**src/rtl/uart_sleep_pkg.sv**
```systemverilog
package uart_sleep_pkg;

  // Bundle of idle indications sampled on the always-on clock
  typedef struct packed {
    logic rx_idle;
    logic tx_fifo_empty;
    logic tx_shift_empty;
    logic rx_fifo_empty;
    logic irq_clear;
  } idle_cond_t;

  typedef enum logic {
    PWR_AWAKE  = 1'b0,
    PWR_ASLEEP = 1'b1
  } pwr_state_e;

  // True when no source other than the ignored ones is pending
  function automatic logic irq_quiet(input logic [31:0] vec,
                                     input logic [31:0] ignore_mask);
    return ((vec & ~ignore_mask) == 32'd0);
  endfunction

  // All idle indications together
  function automatic logic idle_met(input idle_cond_t c);
    return c.rx_idle & c.tx_fifo_empty & c.tx_shift_empty &
           c.rx_fifo_empty & c.irq_clear;
  endfunction

  // Saturating qualification counter step
  function automatic logic [7:0] qual_step(input logic [7:0] cnt,
                                           input logic ok,
                                           input logic [7:0] limit);
    if (!ok)
      return 8'd0;
    else if (cnt >= limit)
      return limit;
    else
      return cnt + 8'd1;
  endfunction

endpackage

```
**src/rtl/usc_sync_edge.sv**
```systemverilog
module usc_sync_edge #(
  parameter int               WIDTH     = 1,
  parameter int               STAGES    = 2,
  parameter logic [WIDTH-1:0] RESET_VAL = '0
) (
  input  logic             clk_aon,
  input  logic             rst_n,
  input  logic [WIDTH-1:0] async_in,
  output logic             edge_any
);

  logic [WIDTH-1:0] sync_now;
  logic [WIDTH-1:0] prev_q;

  generate
    for (genvar s = 0; s < STAGES; s++) begin : g_stage
      logic [WIDTH-1:0] q;
      if (s == 0) begin : g_first
        always_ff @(posedge clk_aon or negedge rst_n) begin
          if (!rst_n) q <= RESET_VAL;
          else        q <= async_in;
        end
      end else begin : g_next
        always_ff @(posedge clk_aon or negedge rst_n) begin
          if (!rst_n) q <= RESET_VAL;
          else        q <= g_stage[s-1].q;
        end
      end
    end
  endgenerate

  assign sync_now = g_stage[STAGES-1].q;

  // Registered copy, compared with the live synchronized value
  always_ff @(posedge clk_aon or negedge rst_n) begin
    if (!rst_n) prev_q <= RESET_VAL;
    else        prev_q <= sync_now;
  end

  assign edge_any = |(sync_now ^ prev_q);

endmodule

```
**src/rtl/usc_entry_qual.sv**
```systemverilog
module usc_entry_qual
  import uart_sleep_pkg::*;
#(
  parameter int QUAL_CYCLES = 2
) (
  input  logic clk_aon,
  input  logic rst_n,
  input  logic cond_ok,
  input  logic hold,
  output logic qual_done
);

  localparam logic [7:0] LIMIT = 8'(QUAL_CYCLES - 1);

  logic [7:0] cnt_q;
  logic       step_ok;

  assign step_ok   = cond_ok & ~hold;
  assign qual_done = step_ok & (cnt_q == LIMIT);

  always_ff @(posedge clk_aon or negedge rst_n) begin
    if (!rst_n) cnt_q <= 8'd0;
    else        cnt_q <= qual_step(cnt_q, step_ok, LIMIT);
  end

  // a failed condition restarts the qualification window
  assert_qual_restart_R10: assert property (@(posedge clk_aon) disable iff (!rst_n)
    !cond_ok |=> !qual_done);

endmodule

```
**src/rtl/usc_pwr_state.sv**
```systemverilog
module usc_pwr_state
  import uart_sleep_pkg::*;
(
  input  logic clk_aon,
  input  logic rst_n,
  input  logic enter_req,
  input  logic wake_rx,
  input  logic wake_modem,
  input  logic wake_wr,
  input  logic wake_dis,
  output logic asleep
);

  pwr_state_e state_q, state_d;
  logic       wake_any;

  assign wake_any = wake_rx | wake_modem | wake_wr | wake_dis;

  always_comb begin
    state_d = state_q;
    case (state_q)
      PWR_AWAKE:  if (enter_req && !wake_any) state_d = PWR_ASLEEP;
      PWR_ASLEEP: if (wake_any)               state_d = PWR_AWAKE;
      default:                                state_d = PWR_AWAKE;
    endcase
  end

  always_ff @(posedge clk_aon or negedge rst_n) begin
    if (!rst_n) state_q <= PWR_AWAKE;
    else        state_q <= state_d;
  end

  assign asleep = (state_q == PWR_ASLEEP);

  assert_wake_txwr_R6: assert property (@(posedge clk_aon) disable iff (!rst_n)
    asleep && wake_wr |=> !asleep);
  assert_wake_rx_R7: assert property (@(posedge clk_aon) disable iff (!rst_n)
    asleep && wake_rx |=> !asleep);
  assert_wake_modem_R8: assert property (@(posedge clk_aon) disable iff (!rst_n)
    asleep && wake_modem |=> !asleep);
  assert_wake_disable_R9: assert property (@(posedge clk_aon) disable iff (!rst_n)
    asleep && wake_dis |=> !asleep);
  assert_wake_beats_entry_R10: assert property (@(posedge clk_aon) disable iff (!rst_n)
    !asleep && enter_req && wake_any |=> !asleep);

endmodule

```
**src/rtl/uart_sleep_ctrl.sv**
```systemverilog
module uart_sleep_ctrl
  import uart_sleep_pkg::*;
#(
  parameter int IRQ_W       = 6,
  parameter int THR_BIT     = 1,
  parameter int NUM_MODEM   = 4,
  parameter int SYNC_STAGES = 2,
  parameter int QUAL_CYCLES = 2
) (
  input  logic                 clk_aon,
  input  logic                 rst_n,
  input  logic                 en_enhanced,
  input  logic                 en_sleep,
  input  logic                 rx_line,
  input  logic                 rx_idle,
  input  logic                 tx_fifo_empty,
  input  logic                 tx_shift_empty,
  input  logic                 rx_fifo_empty,
  input  logic [IRQ_W-1:0]     irq_pending,
  input  logic [NUM_MODEM-1:0] modem_in,
  input  logic                 tx_fifo_wr,
  output logic                 core_clk_en,
  output logic                 sleep_active
);

  localparam logic [31:0] THR_MASK = 32'd1 << THR_BIT;

  logic       permit;
  logic       rx_edge;
  logic       modem_edge;
  logic       wake_any;
  logic       entry_ok;
  logic       qual_done;
  logic       asleep;
  idle_cond_t cond;

  assign permit = en_enhanced & en_sleep;

  usc_sync_edge #(
    .WIDTH(1), .STAGES(SYNC_STAGES), .RESET_VAL(1'b1)
  ) u_rx_edge (
    .clk_aon(clk_aon), .rst_n(rst_n), .async_in(rx_line), .edge_any(rx_edge)
  );

  usc_sync_edge #(
    .WIDTH(NUM_MODEM), .STAGES(SYNC_STAGES), .RESET_VAL('0)
  ) u_modem_edge (
    .clk_aon(clk_aon), .rst_n(rst_n), .async_in(modem_in), .edge_any(modem_edge)
  );

  always_comb begin
    cond.rx_idle        = rx_idle;
    cond.tx_fifo_empty  = tx_fifo_empty;
    cond.tx_shift_empty = tx_shift_empty;
    cond.rx_fifo_empty  = rx_fifo_empty;
    cond.irq_clear      = irq_quiet(32'(irq_pending), THR_MASK);
  end

  assign entry_ok = permit & idle_met(cond);
  assign wake_any = rx_edge | modem_edge | tx_fifo_wr | ~permit;

  usc_entry_qual #(
    .QUAL_CYCLES(QUAL_CYCLES)
  ) u_qual (
    .clk_aon(clk_aon), .rst_n(rst_n), .cond_ok(entry_ok & ~wake_any),
    .hold(asleep), .qual_done(qual_done)
  );

  usc_pwr_state u_state (
    .clk_aon(clk_aon), .rst_n(rst_n), .enter_req(qual_done),
    .wake_rx(rx_edge), .wake_modem(modem_edge), .wake_wr(tx_fifo_wr),
    .wake_dis(~permit), .asleep(asleep)
  );

  assign sleep_active = asleep;
  assign core_clk_en  = ~asleep;

  assert_reset_awake_R1: assert property (@(posedge clk_aon)
    !rst_n |=> !sleep_active);
  assert_entry_enables_R2: assert property (@(posedge clk_aon) disable iff (!rst_n)
    $rose(sleep_active) |-> $past(en_enhanced && en_sleep));
  assert_entry_two_edges_R3: assert property (@(posedge clk_aon) disable iff (!rst_n)
    $rose(sleep_active) |-> ($past(entry_ok) && $past(entry_ok, 2)));
  assert_entry_rxfifo_R4: assert property (@(posedge clk_aon) disable iff (!rst_n)
    $rose(sleep_active) |-> $past(rx_fifo_empty && tx_fifo_empty && tx_shift_empty));
  assert_entry_irq_R5: assert property (@(posedge clk_aon) disable iff (!rst_n)
    $rose(sleep_active) |-> ((32'($past(irq_pending)) & ~THR_MASK) == 32'd0));

endmodule

```
**config.mk**
```make
export PLATFORM = sky130hd
export DESIGN_NAME = uart_sleep_ctrl
export DESIGN_NICKNAME = d
export VERILOG_FILES = /design/src/rtl/uart_sleep_pkg.sv /design/src/rtl/usc_sync_edge.sv /design/src/rtl/usc_entry_qual.sv /design/src/rtl/usc_pwr_state.sv /design/src/rtl/uart_sleep_ctrl.sv
export SDC_FILE = /design/constraint.sdc
export NUM_CORES = 1
export LEC_CHECK = 0
export ABC_CLOCK_PERIOD_IN_PS = 2990
export CORE_MARGIN = 4
export CORE_UTILIZATION = 40
export DETAILED_ROUTE_END_ITERATION = 10
export PLACE_DENSITY = 0.68
export SLEW_MARGIN = 15
export SYNTH_ARGS = -nofsm -noshare
export SYNTH_HDL_FRONTEND = slang
export SYNTH_HIERARCHICAL = 1
export SYNTH_SLANG_ARGS = --single-unit
```
**constraint.sdc**
```tcl
create_clock -name clk_aon -period 2.99 [get_ports clk_aon]
set_clock_uncertainty 0.05 [all_clocks]
set_input_delay 0.598 -clock clk_aon [delete_from_list [all_inputs] [get_ports clk_aon]]
set_output_delay 0.598 -clock clk_aon [all_outputs]
set_load 0.1 [all_outputs]
```
* Word level (Yosys, flattened, before mapping)
Index checks and enable logic that the tools add are counted.
Cells by class: bitwise gates (word level) 17, muxes and demuxes 5, $lt $le $gt $ge 1, reduce and logical (&&, ||, !) cells 4, equal/unequal tests 1, add/sub/neg operators 1
Operators with widths (count):
- $logic_not A32 Y1 | 1
- $mux W8 | 2
- $and A1 B1 Y1 | 9
- $add A8 B1 Y8 const B | 1
- $eq A8 B1 Y1 const B | 1
- $ge A8 B1 Y1 const B | 1
- $reduce_or A4 Y1 | 1
- $xor A4 B4 Y4 | 1
- $not A1 Y1 | 3
- $or A1 B1 Y1 | 3
- $mux W1 | 2
- $pmux W1 S2 | 1
- $logic_and A1 B1 Y1 | 1
- $logic_not A1 Y1 | 1
- $xor A1 B1 Y1 | 1
Word-level totals: output and inout bits 2, bits of input ports 20, flip-flop bits (word level) 24, logic and storage cells 37

* Logic depth before layout (Yosys ltp)
Gate-level depths: netlist (run 1).
word-level depth 12, depth in mapped cells 8, mapped depth without buffers 8

* Modules after synthesis
Netlist (run 1), hierarchy kept.
By module, submodules not included:
- usc_sync_edge at u_modem_edge | cells each 17, area an instance 341.6 µm², seq. area each 300.3 µm², instances 1
- usc_entry_qual | cells each 24, area an instance 330.3 µm², seq. area each 200.2 µm², instances 1
- usc_sync_edge at u_rx_edge | cells each 4, area an instance 87.6 µm², seq. area each 78.8 µm², instances 1
- uart_sleep_ctrl | cells each 6, area an instance 51.3 µm², seq. area each 0.0 µm², instances 1
- usc_pwr_state | cells each 3, area an instance 45.0 µm², seq. area each 25.0 µm², instances 1

* Worst setup path after synthesis (run 1)
Ideal clock, no wire load.
path type register to output, from register u_state.state_q (netlist: u_state/asleep), to output port core_clk_en, setup slack 0.746 ns, arrival time 1.596 ns, cell stages (with the launch flop) 2, data required time 2.342 ns, buffers on the path 0, cell sequence dfrtp_1 -> inv_1
Between the ends: word-level cells in the longest chain between the ends 1
RTL lines:
- from (decl) | RTL line usc_pwr_state.sv:14 | pwr_state_e state_q, state_d;
- from (signal assigned) | RTL line usc_pwr_state.sv:30 | else state_q <= state_d;
- $not A1 Y1
- to (decl) | RTL line uart_sleep_ctrl.sv:22 | output logic core_clk_en,
No other way between the ends.

* Final worst setup path (run 1)
from input port irq_pending[4], to register u_state.state_q (netlist: u_state/asleep)
Between the ends: word-level cells in the longest chain between the ends 9
RTL lines:
- from (decl) | RTL line uart_sleep_ctrl.sv:19 | input logic [IRQ_W-1:0] irq_pending,
- $logic_not A32 Y1 | RTL line uart_sleep_pkg.sv:20 | return ((vec & ~ignore_mask) == 32'd0);
- $and A1 B1 Y1 | RTL line uart_sleep_pkg.sv:26 | c.rx_fifo_empty & c.irq_clear;
- $and A1 B1 Y1 | RTL line uart_sleep_ctrl.sv:59 | assign entry_ok = permit & idle_met(cond);
- $and A1 B1 Y1 | RTL line uart_sleep_ctrl.sv:65 | .clk_aon(clk_aon), .rst_n(rst_n), .cond_ok(entry_ok & ~wake_any),
- $and A1 B1 Y1 | RTL line usc_entry_qual.sv:18 | assign step_ok = cond_ok & ~hold;
- $and A1 B1 Y1 | RTL line usc_entry_qual.sv:19 | assign qual_done = step_ok & (cnt_q == LIMIT);
- net qual_done | RTL line uart_sleep_ctrl.sv:33 | logic qual_done;
- $logic_and A1 B1 Y1 | RTL line usc_pwr_state.sv:22 | PWR_AWAKE: if (enter_req && !wake_any) state_d = PWR_ASLEEP;
- $mux W1 | RTL line usc_pwr_state.sv:22
- $pmux W1 S2 | RTL line usc_pwr_state.sv:21 | case (state_q)
- net u_state.state_d | RTL line usc_pwr_state.sv:14
The timed path passes the listed nets, and every way through them passes these cells.

==> results.txt, run 1 <==
- Status: complete, no violations
- The core region is between 2000 and 2500 um^2.
- Gates resized during post-CTS repair numbered 0.
- The via count of the first global-routing pass came to between 500 and 600.
* Clock Path Buffers: 2
- Final GP Congestion: between 0.6 and 0.7
- Setup violations remaining at the end of the flow were counted as 0.
- Count of final hold-check violations: 0
- For this block, the initial DRC count from the detailed router was 0.
* Number of fill cells: around 180
- Post-synth top area cell: sky130_fd_sc_hd__dfrtp_1
* Unique masters post-synth: 20
* Sequential cell area: 604.3 um^2
- Unrepaired setup endpoints after global routing: no
* Worst reg2reg path depth: 8
* Count of buffers from port buffering: 20
- Post-CTS timing repair inserted 0 buffers for setup.
- Initial antenna violation count: 0
- Mapped Avg Cell Area: ~16 um^2
* Required time of the critical path: about 3200 ps
- Horizontal die dimension: 54.26 um
* Highest routed metal layer: met3
- Clock-pin slew was measured on the worst setup and hold paths at 120 ps.
- Number of enable flip-flop cells after synthesis: 0
- In the final layout, the multi-input gates occupy around 260 um^2.
* Category of the worst setup path launch point: input pin
* Post-synth ARST share: between 90% and 100%
- In the synthesized netlist the dominant register cell turns out to be sky130_fd_sc_hd__dfrtp_1.
* Max Cap Violations: 0
- CTS Hold Buffers Added: 0
- The initial utilization of the core area, before any placement, comes to a little over two fifths.
- The number of antenna diodes in the final layout is 0.
* Syn. warnings: 6
* Leading cell type by number of instances after synthesis: sky130_fd_sc_hd__dfrtp_1
- CTS HTree Levels: 1
- Total standard cell area after synthesis: 855.8 um^2
- In the detailed route, the total length drawn on met3 is 139 um.
* Number of standard cells in the layout, taps in and fillers out: 110
* Io pins: 22
- After legalization and detailed placement, the total HPWL measured about 990 um.
- Die Y: 54.26 um
- The top cell type by area accounts for around three fifths of the synthesized area.
- Library cell used as clock root buffer: sky130_fd_sc_hd__clkbuf_4
- Leading post-synthesis cells by cell area: sky130_fd_sc_hd__dfrtp_1, sky130_fd_sc_hd__dfstp_2, sky130_fd_sc_hd__ha_1, sky130_fd_sc_hd__nor4_2, sky130_fd_sc_hd__xnor2_1
- Areal power density over the cells: 528.3 nW/um^2
- In the routed design, unresolved DRC markers number 0.
- Data arrives at the worst endpoint at approximately 2600 ps.
- CP Capture Type: register
* Share of post-route cells with drive strength above 1: 18.07%
- Synthesized flop and latch total: 24
- Detailed route wirelength on metal2: roughly 640 um
* Final wirelength: roughly 1.3 mm
* Classification of the worst-slack hold path: register to register
* Highest fanout seen on the critical path: 3
* Worst vdd rail ir drop: 0.0004072 V
* CTS buffer count: 3
- Top cells by instance count after synthesis: sky130_fd_sc_hd__dfrtp_1, sky130_fd_sc_hd__xnor2_1
- Tot GR Track Use: about a tenth
- Using the TritonRoute via totals, the vias-per-cell ratio works out to between 4 and 5.
- DRT antenna net count: 0
* Met1 Routed Length: approximately 500 um
- Site row count: 16
- The total count of max-transition violations in the final report came to 0.
* Area of the die: 2944 um^2
- For this run, the register share of the synthesized area comes to a little over two thirds.
- The final layout contains 107 nets.
- CTS tree: built
* Minimum clock period after layout: between 2000 and 2500 ps
- The first global-routing pass estimated approximately 2.1 mm of wire.
- Synthesis handed over a netlist of 54 instances.
- Dividing the detail-routed wire length by the instance count gives ~12 um.
- Area post-placement: between 1000 and 1500 um^2
- Achievable frequency: 421.4 MHz
- Number of cells after detailed placement: 106
- The area growth from synthesis to layout is 35.53%.
* Crit Path Class: input pin to register
* Tcrit/Tclk final: 79.37%
- Cell leakage power: 0.4987 nW
* Hold Worst Slack: 310.8 ps
- The clock net in this run drives a total of 24 sinks.
- Adding up every negative setup slack in the final design gives 0 ps.
- Post-layout power: between 0.0006 and 0.0007 W
* Insertion delay of the later-clocked pin in the worst-skew pair: about 300 ps
- Summing over every cut layer, the via total after detailed routing is ~480.
- Remaining global-route overflow: 0
* Number of cells on the worst hold path: 0
* Final instance area: roughly 1200 um^2
- First-pass iteration count of the detailed router: 1
- Entering global routing, the biggest net connects 25 pins.
==> cells by family after synthesis <==
kind of cell             Yosys count  synth area share [%]
flip-flops                        24                 70.61
other                              1                0.4382
AO/OA/AOI/OAI                      2                 1.901
XOR/XNOR                           6                 6.140
adder cells (fa/ha/maj)            3                 4.386
buffers and inverters              3                 1.316
AND/OR/NAND/NOR                   15                 15.21
==> through the flow <==
step	setup WS, ps	util (%)
after CTS	611.0	57.94
final	616.8	57.94
after floorplan	746.2	-
after detailed placement	311.4	55.31
after global routing	459.4	57.94
after global placement	293.8	55.31
==> worst max-delay path, cell delays in order <==
cell and delay [ps]:
sky130_fd_sc_hd__clkdlybuf4s50_1 390, sky130_fd_sc_hd__or4b_1 540, sky130_fd_sc_hd__nor4_2 270, sky130_fd_sc_hd__nand2b_1 130, sky130_fd_sc_hd__nor4b_2 340, sky130_fd_sc_hd__and2_2 190
sky130_fd_sc_hd__o21a_1 110
==> report_power, final <==
group,total (W),switching (W),internal (W)
Sequential,0.000346,0.00000616,0.000340
Combinational,0.0000404,0.0000132,0.0000272
Clock,0.000226,0.0000910,0.000135
Total,0.000613,0.000110,0.000502
==> layout by cell type, fill, tap and decap left out, drive strengths merged, types with 2 or more instances in the layout <==
master	n
ha	3
dfstp	3
clkbuf	3
xor2	2
xnor2	4
nor4	3
buf	3
clkdlybuf4s50	18
dfrtp	21
and3	2
inv	3
or4b	2
conb	5
==> state kept, by name, summed over array words and instances (netlist names) <==
register	flops
u_rx_edge/g_stage.q	2
u_qual/cnt_q	8
u_modem_edge/prev_q	4
u_modem_edge/g_stage.q	8
u_state/asleep	1
u_rx_edge/prev_q	1
==> final timing paths <==
kind                                              start                           end  slack [ps]
hold reg to reg            u_modem_edge/g_stage[0].q[3]  u_modem_edge/g_stage[1].q[3]         310
max in group asynchronous                         rst_n              u_rx_edge/prev_q        2040
setup reg to reg           u_modem_edge/g_stage[1].q[2]                u_state/asleep         640
hold / removal             u_modem_edge/g_stage[0].q[3]  u_modem_edge/g_stage[1].q[3]         310
setup / recovery                         irq_pending[4]                u_state/asleep         620
min in group asynchronous                         rst_n  u_modem_edge/g_stage[0].q[3]         580
==> layer usage <==
metal  vias to the layer above  global-route usage [%]
met1                       230                   11.09
met2                        18                   18.13
li1                        235                       -
met4                         0                   6.224
met5                         -                       0
met3                         0                   4.087
==> layout make-up <==
cell class                      instances  area share, %
Tap cell                               27          2.913
Clock buffer                            3          1.942
Timing Repair Buffer                   21          17.48
Multi-Input combinational cell         31          22.01
Clock inverter                          1          2.589
Inverter                                3         0.9709
Sequential cell                        24          52.10
Power figures use the tool's default switching activity.
==> inputs of run 2 (changes only) <==
Settings changed: ABC_CLOCK_PERIOD_IN_PS 2990 to 2240.
Clock period 2.99 ns to 2.24 ns, I/O delays scaled along.
==> run 2 against run 1 <==
  * The flow now finishes with violations (setup timing)
  * Design area rose by 5.2%
  * Clock-buffer cell count did not move
  * Utilization rose by 3.0 points
  * Routed wire length rose by 3.3%
  * Non-clock buffer count rose by 5
  * Via count rose by 4.1%
  * Hold slack improved by 2.2 ps
  * Register-to-register slack got worse by 680 ps
  * Cell count rose by 4.5%
  * Sequential power rose by 34%
  * Critical endpoint is now u_qual/cnt_q[1]
  * Largest cell class unchanged
==> results.txt, run 2 (same netlist as run 1, synthesis figures left out) <==
- The flow ran to the end, but the final reports show violations.
- Endpoint arrival time on the critical path: around 2500 ps
- The total overflow left after global routing is 0.
- The final route contains about 500 vias.
- Library cell used as clock root buffer: sky130_fd_sc_hd__clkbuf_4
- Leaving out fill and tap cells, the most frequent cells in the layout are sky130_fd_sc_hd__dfrtp_1, sky130_fd_sc_hd__clkdlybuf4s50_1, sky130_fd_sc_hd__buf_4.
- Max Cap Violations: 0
* First-pass iteration count of the detailed router: 3
- The via count of the first global-routing pass was between 500 and 600.
- Number of buffer and inverter instances along the worst setup path: 1
- Reg-to-Reg End: u_qual/cnt_q[1]
- After layout, the worst setup slack is -41.34 ps.
- Number of standard cells in the layout, taps in and fillers out: 115
- Crit-path leading delay family: simple AND/OR/NAND/NOR gates
- Areal power density over the cells: approximately 670 nW/um^2
- Insertion delay of the later-clocked pin in the worst-skew pair: 300 ps
- The repair_antennas step left the layout with diodes totalling 0.
* Max-slew violation total from the final report: 0
- In this run, CTS created clock tree buffers numbering 3.
* Share of post-route cells with drive strength above 1: 23.86%
- Achievable frequency: approximately 440 MHz
- Remaining design rule violation count: 0
* Crit Path Class: register to register
- Summed over all cells, the static leakage comes to ~0.54 nW.
- Port buffering added 20 buffers.
- Violations in the final reports: setup timing
- The worst setup path is launched from a register.
- Violation count after the first detailed-routing iteration: 2
- Most frequent standard cell in the layout excluding fill and tap cells: sky130_fd_sc_hd__dfrtp_1
- Detailed placement finished with a half-perimeter wire length of about 980 um.
- Site row count: 16
* Start point of the worst min-delay path: u_rx_edge/g_stage[0].q
- Summed over all nets, wire length on met3 after detailed routing comes to between 100 and 150 um.
- Counting buffers and inverters, the worst setup path is 8 cells deep.
* Area of the die: roughly 2900 um^2
- Max incr delay on CP: between 500 and 600 ps
* WL/cell: approximately 11 um
- The worst hold path was traced through 0 stages.
- Setup TNS Final: -94.29 ps
- Area growth from synthesis to final layout: 42.54%
- The clock drives 24 sinks.
* Setup slack of the worst register-to-register path: -40 ps
* Final GP Congestion: slightly below 0.7
- For the worst flop-to-flop path, the logic depth is 8.
- Dividing the detail-routed via count by the number of cells gives roughly 4.4.
- Highest routed metal layer: met4
* Maximum number of pins on one net before global-route repair: 25
* CP Capture Type: register
- Clock Path Buffers: 2
* Final setup viols: 3
* Final wirelength: 1.320 mm
* Unrepaired setup endpoints after global routing: yes
- The die is between 50 and 60 um tall.
* Classification of the worst-slack hold path: register to register
- The slowest stage of the critical path is the sky130_fd_sc_hd__or4b_4 cell.
- The total count of hold-check failures in the final report came to 0.
* Tcrit/Tclk final: 101.8%
- Clock-pin slew of the registers on the worst-case setup and hold paths: about 120 ps
* Required time of the critical path: 2440 ps
- After detailed placement, the design holds a cell count of roughly 110.
- The first global-routing pass estimated 2.097 mm of wire.
- Horizontal die dimension: ~54 um
* Highest fanout seen on the critical path: 2
* CTS HTree Levels: 1
- For the finished layout, the period the worst path requires is 2281 ps.
* CTS Hold Buffers Added: 0
* Detailed route wirelength on metal2: 646 um
- DRT antenna net count: 0
- The net count of the finished layout is ~110.
* Startpoint of the lowest-slack register-to-register path: u_modem_edge/g_stage[1].q[3]
* Area of the core region: 2002 um^2
- The detailed router put a total of 531 um of wire on met1.
- TritonCTS built the clock tree.
- The critical path goes through xnor2_1 > nand4_1 > or4b_4 > nor4_4 > nand2b_1 > nor4b_4 > buf_4 > and3_1.
- Across every metal layer, demand over resource in global routing totals 10.43%.
- The number of antenna violations at the first check in global routing was 0.
* Registers with the most flip-flops: u_modem_edge/g_stage.q x8, u_qual/cnt_q x8, u_modem_edge/prev_q x4
- The worst hold path terminates at u_rx_edge/g_stage[1].q.
* Effective utilization at floorplan: about 43%
* Worst vdd rail ir drop: approximately 0.00053 V
- Pin placement for this block handled 22 I/O pins.
run 2: cell count changes in the layout (fill, tap and decap cells not counted), sizes merged:
cell and delta:
buf +5
run 2: worst max path at each step:
stage / from / slack [ps] / to
floorplan: u_modem_edge/prev_q[2] / 130 / u_state/asleep
global placement: irq_pending[4] / -300 / u_state/asleep
detailed placement: irq_pending[4] / -280 / u_state/asleep
CTS: u_modem_edge/g_stage[1].q[3] / -40 / u_qual/cnt_q[1]
global route: u_modem_edge/g_stage[1].q[3] / -190 / u_qual/cnt_q[2]
finish: u_modem_edge/g_stage[1].q[3] / -40 / u_qual/cnt_q[1]
run 2: cell type report:
| type | count | area, um^2 |
|---|---|---|
| Inverter | 3 | 11.26 |
| Clock buffer | 3 | 22.52 |
| Clock inverter | 1 | 30.03 |
| Multi-Input combinational cell | 31 | 277.8 |
| Sequential cell | 24 | 604.3 |
| Fill cell | 163 | 782.0 |
| Tap cell | 27 | 33.78 |
| Timing Repair Buffer | 26 | 240.2 |
run 2: power by group:
group | leakage [nW] | internal (W) | switching, W | total, W
sequential | 0.286 | 0.000454 | 0.00000839 | 0.000462
clock | 0.0279 | 0.000181 | 0.000120 | 0.000301
combinational | 0.222 | 0.0000400 | 0.0000197 | 0.0000597
total | 0.535 | 0.000674 | 0.000149 | 0.000823
run 2: through the flow:
stage | worst slack, ps | hold slack (ps) | utilization, % | cell area [um^2] | power [W]
after floorplan | 129.1 | 102.4 | - | 870.8 | 0.0004819
after global placement | -301.8 | 282.2 | 56.06 | 1122 | 0.0005257
after detailed placement | -278.2 | 288.7 | 56.06 | 1122 | 0.0005283
after CTS | -40.68 | 317.3 | 60.00 | 1201 | 0.0008336
after global routing | -185.4 | 322.3 | 60.94 | 1220 | 0.0008610
final | -41.34 | 313.0 | 60.94 | 1220 | 0.0008228
run 2: what timing repair did:
item	CTS	global route
setup endpoints to repair	3	3
pin swaps	2	6
setup buffers	3	0
gates resized for setup	1	3
run 2: metal layers:
layer	vias to the layer above	track usage, %
met3	4	3.270
met1	233	10.91
met4	0	6.224
met5	-	0
li1	246	-
met2	20	18.13
==> inputs of run 3 (changes only) <==
Settings changed: ABC_CLOCK_PERIOD_IN_PS 2240 to 2600, PLACE_DENSITY 0.68 to default, PLACE_DENSITY_LB_ADDON from default to 0.3, SETUP_SLACK_MARGIN from default to 0.3.
Clock period 2.24 ns to 2.6 ns, I/O delays scaled along.
==> run 3 against run 2 <==
  * The run now ends clean
  * Design area is 3.4% lower
  * First-iteration DRC count increased to 2.5 times the previous value
  * Largest power group unchanged
  * Highest routed layer is now met3
  * Largest cell class unchanged
  * Global-route usage down 1.0 points
  * Utilization down 2.1 points
  * Total power down 27%
  * Critical path type is now input pin to register
==> results.txt, run 3 (same netlist as run 1, synthesis figures left out) <==
- Status: complete, no violations
- Cells with a size suffix above 1 make up 22.35% of the layout.
* Final wirelength: about 1.2 mm
* Slowest cell on the critical path: sky130_fd_sc_hd__or4b_4
* CTS Hold Buffers Added: 0
- WL/cell: between 10 and 15 um
- In this run the register-to-register setup slack is between 300 and 400 ps.
- Power spread over the standard cell area amounts to about 510 nW/um^2.
* Setup TNS Final: 0 ps
- Detailed route wirelength on metal2: 614 um
- Violation count after the first detailed-routing iteration: 5
- For the worst setup path, the data required time is 2790 ps.
- The worst register-to-register path has a depth of 7.
* Clock Path Buffers: 2
- Worst vdd rail ir drop: 0.0002778 V
- Launch point of the worst path: irq_pending[2]
- Highest routed metal layer: met3
- Counting the buffers created by CTS gives 3.
* Endpoint arrival time on the critical path: about 2500 ps
* Count of buffers from port buffering: 20
* Io pins: 22
* Area of the core region: 2002 um^2
- Insertion delay of the later-clocked pin in the worst-skew pair: roughly 290 ps
- Via density per instance: about 4.5
* Clock-pin slew of the registers on the worst-case setup and hold paths: roughly 110 ps
- Final GP Congestion: roughly 0.76
* Remaining design rule violation count: 0
* Net count, final: 109
* Most frequent standard cell in the layout excluding fill and tap cells: sky130_fd_sc_hd__dfrtp_1
- Summed over all nets, wire length on met3 after detailed routing comes to 146 um.
- Die Y: 54.26 um
- Site row count: 16
- CTS tree: built
- The startpoint identified for the worst register-to-register timing path is u_rx_edge/g_stage[1].q.
- For this configuration, the core starts out at a cell density of ~43%.
- Worst setup path endpoint: u_state/asleep
- Count of final hold-check violations: 0
* Final setup viols: 0
* Area growth from synthesis to final layout: 37.72%
* Initial antenna violation count: 0
- The number of antenna diodes in the final layout is 0.
- First-pass iteration count of the detailed router: 2
- The via count of the first global-routing pass is 477.
* CP Capture Type: register
- CTS saw 24 sinks.
* Max Cap Violations: 0
- The layout has 166 filler cells.
- Setup repair after global routing could not meet its margin everywhere.
* Remaining global-route overflow: 0
- Achievable frequency: around 440 MHz
* CTS HTree Levels: 1
- For this run, the total global-route usage over all layers was measured as a little under a tenth.
- Ordered list of cells on the worst path: clkdlybuf4s50_1 > or4b_4 > nor4_4 > nand2b_1 > nor4b_4 > and2_4 > o21a_1
- Max incr delay on CP: around 550 ps
* Registers with the most flip-flops: u_modem_edge/g_stage.q x8, u_qual/cnt_q x8, u_modem_edge/prev_q x4
- The min-delay analysis places its worst path in the category register to register.
- Entering global routing, the biggest net connects 25 pins.
* Core Util, Final: about three fifths
- Highest fanout seen on the critical path: 3
* Global-route wire length before repair: approximately 1.9 mm
* Max-slew violation total from the final report: 0
* Horizontal die dimension: 54.26 um
- In the layout the commonest cells are sky130_fd_sc_hd__dfrtp_1, sky130_fd_sc_hd__clkdlybuf4s50_1, sky130_fd_sc_hd__buf_4, sky130_fd_sc_hd__conb_1, sky130_fd_sc_hd__xnor2_1.
- Once detailed placement completed, the half-perimeter wirelength came to approximately 900 um.
* Crit Path Class: input pin to register
- The die covers ~2900 um^2.
* Path length in cells of the critical path: 7
- Total vias in the final route: 500
- The final critical path takes up ~88% of the cycle.
- Cell leakage power: about 0.5 nW
- Crit-path leading delay family: simple AND/OR/NAND/NOR gates
- Reg-to-Reg End: u_state/asleep
- In this run the clock root is driven by a sky130_fd_sc_hd__clkbuf_4.
- Category of the worst setup path launch point: input pin
- Minimum clock period after layout: between 2000 and 2500 ps
- The worst hold path passes through 0 cells.
- Number of buffer and inverter instances along the worst setup path: 1
* DRT antenna net count: 0
- Met1 Routed Length: slightly below 500 um
## run 3: cell types whose count changed in the layout (fill, tap and decap cells not counted), sizes merged
cell / before / now
bufinv: 1 / 0
buf: 8 / 5
clkbuf: 3 / 4
## run 3: worst register-to-register path, cell delays in order, from the launching register on
cell and delay (ps):
sky130_fd_sc_hd__dfstp_2 550, sky130_fd_sc_hd__xor2_1 80, sky130_fd_sc_hd__or4bb_4 530, sky130_fd_sc_hd__nor4_4 220, sky130_fd_sc_hd__nand2b_1 150, sky130_fd_sc_hd__nor4b_4 310
sky130_fd_sc_hd__and2_4 180, sky130_fd_sc_hd__o21a_1 100
## run 3: cell type report
cell class,instances,area (um^2),area share (%)
sequential,24,604.3,51.27
multi-input combinational,31,285.3,24.20
timing repair buffer,23,217.7,18.47
tap,27,33.78,2.866
clock buffer,4,26.28,2.229
inverter,3,11.26,0.9554
## run 3: worst min path at each step
stage / from / end / slack, ps
2_1_floorplan: rst_n / u_modem_edge/g_stage[0].q[0] / 170
3_3_place_gp: u_modem_edge/g_stage[0].q[1] / u_modem_edge/g_stage[1].q[1] / 280
3_5_place_dp: u_modem_edge/g_stage[0].q[0] / u_modem_edge/g_stage[1].q[0] / 280
4_1_cts: u_modem_edge/g_stage[0].q[0] / u_modem_edge/g_stage[1].q[0] / 310
5_1_grt: u_rx_edge/g_stage[0].q / u_rx_edge/g_stage[1].q / 320
6_report: u_modem_edge/g_stage[0].q[0] / u_modem_edge/g_stage[1].q[0] / 310
## run 3: metal layers
metal,GRT usage (%),vias up
met4,4.979,0
met5,0,-
li1,-,243
met1,10.95,239
met3,3.542,0
met2,14.94,18
## run 3: timing repair
action                                  CTS  global route
pin swaps                                 2             8
setup buffers                             1             1
gates resized for setup                   1             5
hold endpoints to repair                  0             0
endpoints found under the setup margin    1             3
gates cloned                              0             0
## run 3: per-stage QoR
| step | power [W] | area (um^2) | hold slack (ps) | worst slack (ps) | std cells |
|---|---|---|---|---|---|
| 6_report | 0.0006024 | 1179 | 310.4 | 322.9 | 112 |
| 3_5_place_dp | 0.0004526 | 1107 | 284.7 | -24.01 | 106 |
| 3_3_place_gp | 0.0004508 | 1107 | 282.9 | 9.937 | 106 |
| 2_1_floorplan | 0.0004152 | 870.8 | 174.4 | 434.2 | 58 |
| 5_1_grt | 0.0006331 | 1179 | 317.8 | 261.0 | 112 |
| 4_1_cts | 0.0006111 | 1145 | 313.2 | 315.0 | 111 |
## run 3: power breakdown
| group | total, W | internal, W | leakage (nW) | switching [W] |
|---|---|---|---|---|
| combinational | 0.0000507 | 0.0000336 | 0.210 | 0.0000171 |
| clock | 0.000154 | 0.0000596 | 0.0150 | 0.0000940 |
| sequential | 0.000398 | 0.000391 | 0.286 | 0.00000730 |
